--- src/rtl/irq_ctrl_pkg.sv ---
package irq_ctrl_pkg;
    localparam int OFS_W = 8;
    localparam logic [OFS_W-1:0] OFS_LIVE   = 8'h10;
    localparam logic [OFS_W-1:0] OFS_KIND   = 8'h11;
    localparam logic [OFS_W-1:0] OFS_POLHI  = 8'h12;
    localparam logic [OFS_W-1:0] OFS_POLLO  = 8'h13;
    localparam logic [OFS_W-1:0] OFS_ACKCLR = 8'h14;
    localparam logic [OFS_W-1:0] OFS_ENSET  = 8'h15;
    localparam logic [OFS_W-1:0] OFS_ENCLR  = 8'h16;
    localparam logic [OFS_W-1:0] OFS_STAT   = 8'h18;
endpackage

--- src/rtl/irq_sync.sv ---
module irq_sync #(
    parameter int W      = 8,
    parameter int STAGES = 2
) (
    input  logic         clk,
    input  logic         rst_n,
    input  logic [W-1:0] din,
    output logic [W-1:0] dout
);
    logic [W-1:0] stg_d [STAGES];
    logic [W-1:0] stg_q [STAGES];

    always_comb begin
        stg_d[0] = din;
        for (int i = 1; i < STAGES; i++) begin
            stg_d[i] = stg_q[i-1];
        end
    end

    always_ff @(posedge clk or negedge rst_n) begin
        if (!rst_n) begin
            for (int i = 0; i < STAGES; i++) begin
                stg_q[i] <= '0;
            end
        end else begin
            for (int i = 0; i < STAGES; i++) begin
                stg_q[i] <= stg_d[i];
            end
        end
    end

    assign dout = stg_q[STAGES-1];
endmodule

--- src/rtl/irq_detect.sv ---
module irq_detect #(
    parameter int W = 8
) (
    input  logic         clk,
    input  logic         rst_n,
    input  logic [W-1:0] live,
    input  logic [W-1:0] kind,
    input  logic [W-1:0] pol_hi,
    input  logic [W-1:0] pol_lo,
    output logic [W-1:0] hit
);
    logic [W-1:0] prev_d, prev_q;

    always_comb begin
        prev_d = live;
    end

    always_ff @(posedge clk or negedge rst_n) begin
        if (!rst_n) begin
            prev_q <= '0;
        end else begin
            prev_q <= prev_d;
        end
    end

    for (genvar g = 0; g < W; g++) begin : g_line
        logic rise, fall, lvl;
        always_comb begin
            rise = live[g] & ~prev_q[g];
            fall = ~live[g] & prev_q[g];
            lvl  = (pol_hi[g] & live[g]) | (pol_lo[g] & ~live[g]);
            if (kind[g]) begin
                hit[g] = (pol_hi[g] & rise) | (pol_lo[g] & fall);
            end else begin
                hit[g] = lvl;
            end
        end
    end
endmodule

--- src/rtl/periph_irq_ctrl.sv ---
module periph_irq_ctrl #(
    parameter int LINES       = 8,
    parameter int ADDR_W      = 8,
    parameter int SYNC_STAGES = 2
) (
    input  logic              clk,
    input  logic              rst_n,
    input  logic [LINES-1:0]  line_in,
    input  logic              reg_wr,
    input  logic [ADDR_W-1:0] reg_addr,
    input  logic [LINES-1:0]  reg_wdata,
    output logic [LINES-1:0]  reg_rdata,
    output logic              irq_o
);
    import irq_ctrl_pkg::*;

    localparam logic [ADDR_W-1:0] A_LIVE  = ADDR_W'(OFS_LIVE);
    localparam logic [ADDR_W-1:0] A_KIND  = ADDR_W'(OFS_KIND);
    localparam logic [ADDR_W-1:0] A_POLHI = ADDR_W'(OFS_POLHI);
    localparam logic [ADDR_W-1:0] A_POLLO = ADDR_W'(OFS_POLLO);
    localparam logic [ADDR_W-1:0] A_ACK   = ADDR_W'(OFS_ACKCLR);
    localparam logic [ADDR_W-1:0] A_ENSET = ADDR_W'(OFS_ENSET);
    localparam logic [ADDR_W-1:0] A_ENCLR = ADDR_W'(OFS_ENCLR);
    localparam logic [ADDR_W-1:0] A_STAT  = ADDR_W'(OFS_STAT);

    typedef struct packed {
        logic [LINES-1:0] kind;
        logic [LINES-1:0] pol_hi;
        logic [LINES-1:0] pol_lo;
        logic [LINES-1:0] latched;
        logic [LINES-1:0] enable;
        logic             irq;
    } ctrl_state_t;

    ctrl_state_t      st_d, st_q;
    logic [LINES-1:0] live_w;
    logic [LINES-1:0] hit_w;
    logic [LINES-1:0] ack_w;
    logic             mapped_w;

    irq_sync #(.W(LINES), .STAGES(SYNC_STAGES)) u_sync (
        .clk   (clk),
        .rst_n (rst_n),
        .din   (line_in),
        .dout  (live_w)
    );

    irq_detect #(.W(LINES)) u_detect (
        .clk    (clk),
        .rst_n  (rst_n),
        .live   (live_w),
        .kind   (st_q.kind),
        .pol_hi (st_q.pol_hi),
        .pol_lo (st_q.pol_lo),
        .hit    (hit_w)
    );

    always_comb begin
        st_d  = st_q;
        ack_w = '0;
        if (reg_wr) begin
            case (reg_addr)
                A_KIND:  st_d.kind   = reg_wdata;
                A_POLHI: st_d.pol_hi = reg_wdata;
                A_POLLO: st_d.pol_lo = reg_wdata;
                A_ACK:   ack_w       = reg_wdata;
                A_ENSET: st_d.enable = st_q.enable | reg_wdata;
                A_ENCLR: st_d.enable = st_q.enable & ~reg_wdata;
                default: ;
            endcase
        end
        st_d.latched = (st_q.latched | hit_w) & ~ack_w;
        st_d.irq     = |(st_q.latched & st_q.enable);
    end

    always_ff @(posedge clk or negedge rst_n) begin
        if (!rst_n) begin
            st_q <= '0;
        end else begin
            st_q <= st_d;
        end
    end

    always_comb begin
        reg_rdata = '0;
        mapped_w  = 1'b1;
        case (reg_addr)
            A_LIVE:  reg_rdata = live_w;
            A_KIND:  reg_rdata = st_q.kind;
            A_POLHI: reg_rdata = st_q.pol_hi;
            A_POLLO: reg_rdata = st_q.pol_lo;
            A_ACK:   reg_rdata = '0;
            A_ENSET: reg_rdata = st_q.enable;
            A_ENCLR: reg_rdata = st_q.enable;
            A_STAT:  reg_rdata = st_q.latched;
            default: mapped_w  = 1'b0;
        endcase
    end

    assign irq_o = st_q.irq;


    irq_raise_chk: assert property (@(posedge clk) disable iff (!rst_n)
        (|(st_q.latched & st_q.enable)) |=> irq_o);


    irq_quiet_chk: assert property (@(posedge clk) disable iff (!rst_n)
        !(|(st_q.latched & st_q.enable)) |=> !irq_o);


    ack_clears_chk: assert property (@(posedge clk) disable iff (!rst_n)
        (reg_wr && reg_addr == A_ACK) |=> ((st_q.latched & $past(reg_wdata)) == '0));


    en_set_chk: assert property (@(posedge clk) disable iff (!rst_n)
        (reg_wr && reg_addr == A_ENSET) |=> ((st_q.enable & $past(reg_wdata)) == $past(reg_wdata)));


    en_clr_chk: assert property (@(posedge clk) disable iff (!rst_n)
        (reg_wr && reg_addr == A_ENCLR) |=> ((st_q.enable & $past(reg_wdata)) == '0));


    unmapped_wr_chk: assert property (@(posedge clk) disable iff (!rst_n)
        (reg_wr && !mapped_w) |=> ($stable(st_q.enable) && $stable(st_q.kind)
                                   && $stable(st_q.pol_hi) && $stable(st_q.pol_lo)));


    ack_reads_zero_chk: assert property (@(posedge clk) disable iff (!rst_n)
        (reg_addr == A_ACK) |-> (reg_rdata == '0));
endmodule

--- config.mk ---
export PLATFORM = sky130hd
export DESIGN_NAME = periph_irq_ctrl
export DESIGN_NICKNAME = d
export VERILOG_FILES = /design/src/rtl/irq_ctrl_pkg.sv /design/src/rtl/irq_sync.sv /design/src/rtl/irq_detect.sv /design/src/rtl/periph_irq_ctrl.sv
export SDC_FILE = /design/constraint.sdc
export NUM_CORES = 1
export LEC_CHECK = 0
export BUFFER_PORTS_ARGS = -buffer_cell sky130_fd_sc_hd__buf_2
export CAP_MARGIN = 5
export CORE_MARGIN = 5
export CORE_UTILIZATION = 50
export DETAILED_ROUTE_END_ITERATION = 8
export PLACE_DENSITY_LB_ADDON = 0.1
export SKIP_LAST_GASP = 1
export SYNTH_ARGS = -nofsm -noshare
export SYNTH_HDL_FRONTEND = slang
export SYNTH_HIERARCHICAL = 1
export SYNTH_SLANG_ARGS = --single-unit
--- constraint.sdc ---
create_clock -name clk -period 3.2 [get_ports clk]
set_input_delay 0.48 -clock clk [delete_from_list [all_inputs] [get_ports clk]]
set_output_delay 0.48 -clock clk [all_outputs]
set_load 0.005 [all_outputs]
==> impl_metrics.toml <==
[route]
drt_wl_total_mm = 7.12
ant_nets = 0
via_per_inst = 6.02
firstDrtPassIters = 4
routedWlPerCell_um = 19.3
drt_iter0_markers = 145
drc = 0
vias = 2223

[layout]
num_antenna_cells = 0
syn_to_final_growth_pct = 14.1
nNetsFinal = 316
fin_cells = 369
drive_above_1_share_pct = 37.1
design_area_um2 = 3490

[synthesis]
synth_fp_nets = 275
syn_inst = 248
ys_ff_latch = 65
yosysSeqAreaShare_pct = 53.1
ys_warn_count = 6
netlist_area_um2 = 3060
post_synth.cell_area_avg_um2 = 12.3
yosys.cell_types.count = 30
synth.area.top_cells = "dfrtp_1 53%, mux2_2 17%, a22oi_1 2.9%"
synth_top_cell_by_area = "dfrtp_1"
yosys.area.top_type_share_pct = 53.1

[pwr]
leakage_nw = 1.57
comb_power_share_pct = 10.1
vdd_drop_max_mv = 0.332
clkPwrFrac_pct = 35.4
swShare_pct = 26.3
p_sw_uw = 435
seq_power_share_pct = 54.5
p_per_area_nw_per_um2 = 474
intPower_mw = 1.22

[sta]
finalMaxSlewViolations = 0
slew_headroom_pct = 42.6
setup-tns-final_ns = 0
skew_ns = 0.00855
timing.hold.ws_ns = 0.197
tightestPinTransition_ns = 0.855
period_needed_ns = 2.45
max_clock_freq_ghz = 0.409
setup_viol = 0
final_hold_viol_count = 0
rsz0062_at_grt = "no"
period_share_pct = 76.5

[min_path]
hp-class = "input pin to asynchronous set/reset pin"

[outcome]
status = "completed"

[place]
dp.final_hpwl_mm = 4.76
routabilityCongestion = 0.834
port-buffer-count = 35
dp_cells = 353
placed_cell_area_um2 = 3330

[clock_network]
postCtsHoldBufs = 0
post_cts_buffers = 0
postCtsResizedCells = 0
clockRootBuffer = "clkbuf_8"
cts_made_buffers = 9
htreeDepth = 3
cts_tree = "done"
clkSlewWorstSetupHoldPaths_ns = 0.08
ctsLongestPathBuffers = 2
insertion_delay_ns = 0.34
clock-sinks = 65

[global_route]
grt_usage_pct = 20.1
grt_pass1_wl_mm = 11.7
grt_antenna_before_repair = 0
first_global_vias = 2216
grt_start_max_net_pins = 34
gr-total-overflow = 0

[floorplanning]
io_pins = 36
die_w_um = 88.3
die_y_um = 88.3
coreArea_um2 = 5920
initial_utilization_pct = 51.7
rows = 28
design.die.area_um2 = 7790

[worst_setup_path]
worstSetupStartpointType = "input pin"
crit_arrival_ns = 1.97
crit_path_end_kind = "primary output"
cp.required_ns = 2.72
crit_path_max_fanout = 19
critPathKind = "input pin to primary output"

[run]
cap_violations = 0
metrics by stage:
step                power, mW  worst slack [ns]  util, %
floorplan                1.01              1.06        -
global placement         1.08             0.714     56.3
detailed placement       1.09             0.757     56.3
CTS                      1.68             0.803     59.0
global route             1.74             0.679     59.0
finish                   1.66             0.753     59.0
power groups by stage:
stage | Sequential (mW) | Combinational, mW | Clock [mW]
global route | 0.909 | 0.186 | 0.640
global placement | 0.918 | 0.165 | 0
floorplan | 0.908 | 0.0991 | 0
CTS | 0.903 | 0.168 | 0.606
finish | 0.904 | 0.167 | 0.586
detailed placement | 0.918 | 0.168 | 0
cell families after synthesis:
logic type	share of synthesized area [%]
AO/OA/AOI/OAI	10.5
XOR/XNOR	0.572
buffers and inverters	1.96
flip-flops	53.1
multiplexers	17.7
AND/OR/NAND/NOR	16.2
per-layer routing:
metal | part of all wire [%] | global-route usage (%)
met3 | 5.5 | 5.40
met4 | 0.17 | 5.77
met2 | 48 | 31.3
met5 | 0 | 0
met1 | 47 | 27.9
worst paths after layout:
check / from / to / slack (ns) / cells after the start
max in group asynchronous: rst_n / asynchronous set/reset pin / 2.28 / 2
worst min-delay path: rst_n / st_q[11]$_DFF_PN0_ / 0.20 / 1
worst min register to register: u_sync/stg_d[1]$_DFF_PN0_ / u_sync/dout[1]$_DFF_PN0_ / 0.34 / 0
worst max-delay path: reg_addr[0] / reg_rdata[7] / 0.75 / 6
min in group clk: line_in[2] / u_sync/stg_d[2]$_DFF_PN0_ / 0.24 / 1
worst max register to register: u_detect/prev_q[7]$_DFF_PN0_ / st_q[16]$_DFF_PN0_ / 2.20 / 4
final cells by class:
type	instances	area, um2
Tap cell	75	93.8
Clock buffer	10	128
Multi-Input combinational cell	170	1380
Fill cell	506	2430
Timing Repair Buffer	43	235
Sequential cell	65	1630
Clock inverter	6	35.0
critical path, stage by stage:
cell and delay [ns]:
buf_2 0.30, nor3b_2 0.49, buf_4 0.24, a22oi_1 0.06
o22ai_1 0.22, buf_2 0.16
synth_stat cells (all sizes together):
library cell / number
a211oi: 6
a21oi: 10
a22oi: 12
a32o: 8
a32oi: 2
and4b: 7
buf: 5
clkbuf: 8
dfrtp: 65
mux2: 48
nand2: 17
nand2b: 10
nand4: 3
nand4b: 1
nor2: 8
nor2b: 10
nor3: 1
nor3b: 2
nor4: 8
nor4b: 8
o22ai: 6
or4b: 1
xnor2: 1
xor2: 1
layout by cell type (no fill, tap or decap), drive strengths merged:
cell / Yosys / layout
dfrtp: 65 / 65
mux2: 48 / 48
buf: 5 / 43
nand2: 17 / 17
a22oi: 12 / 12
nor2b: 10 / 10
nand2b: 10 / 10
a21oi: 10 / 10
clkbuf: 8 / 10
nor2: 8 / 8
nor4: 8 / 8
a32o: 8 / 8
nor4b: 8 / 8
and4b: 7 / 7
a211oi: 6 / 6
o22ai: 6 / 6
clkinv: 0 / 4
nand4: 3 / 3
a32oi: 2 / 2
clkinvlp: 0 / 2
nor3b: 2 / 2
or4b: 1 / 1
nor3: 1 / 1
xor2: 1 / 1
xnor2: 1 / 1
nand4b: 1 / 1
Note: power is estimated with default switching activity, not from simulation.
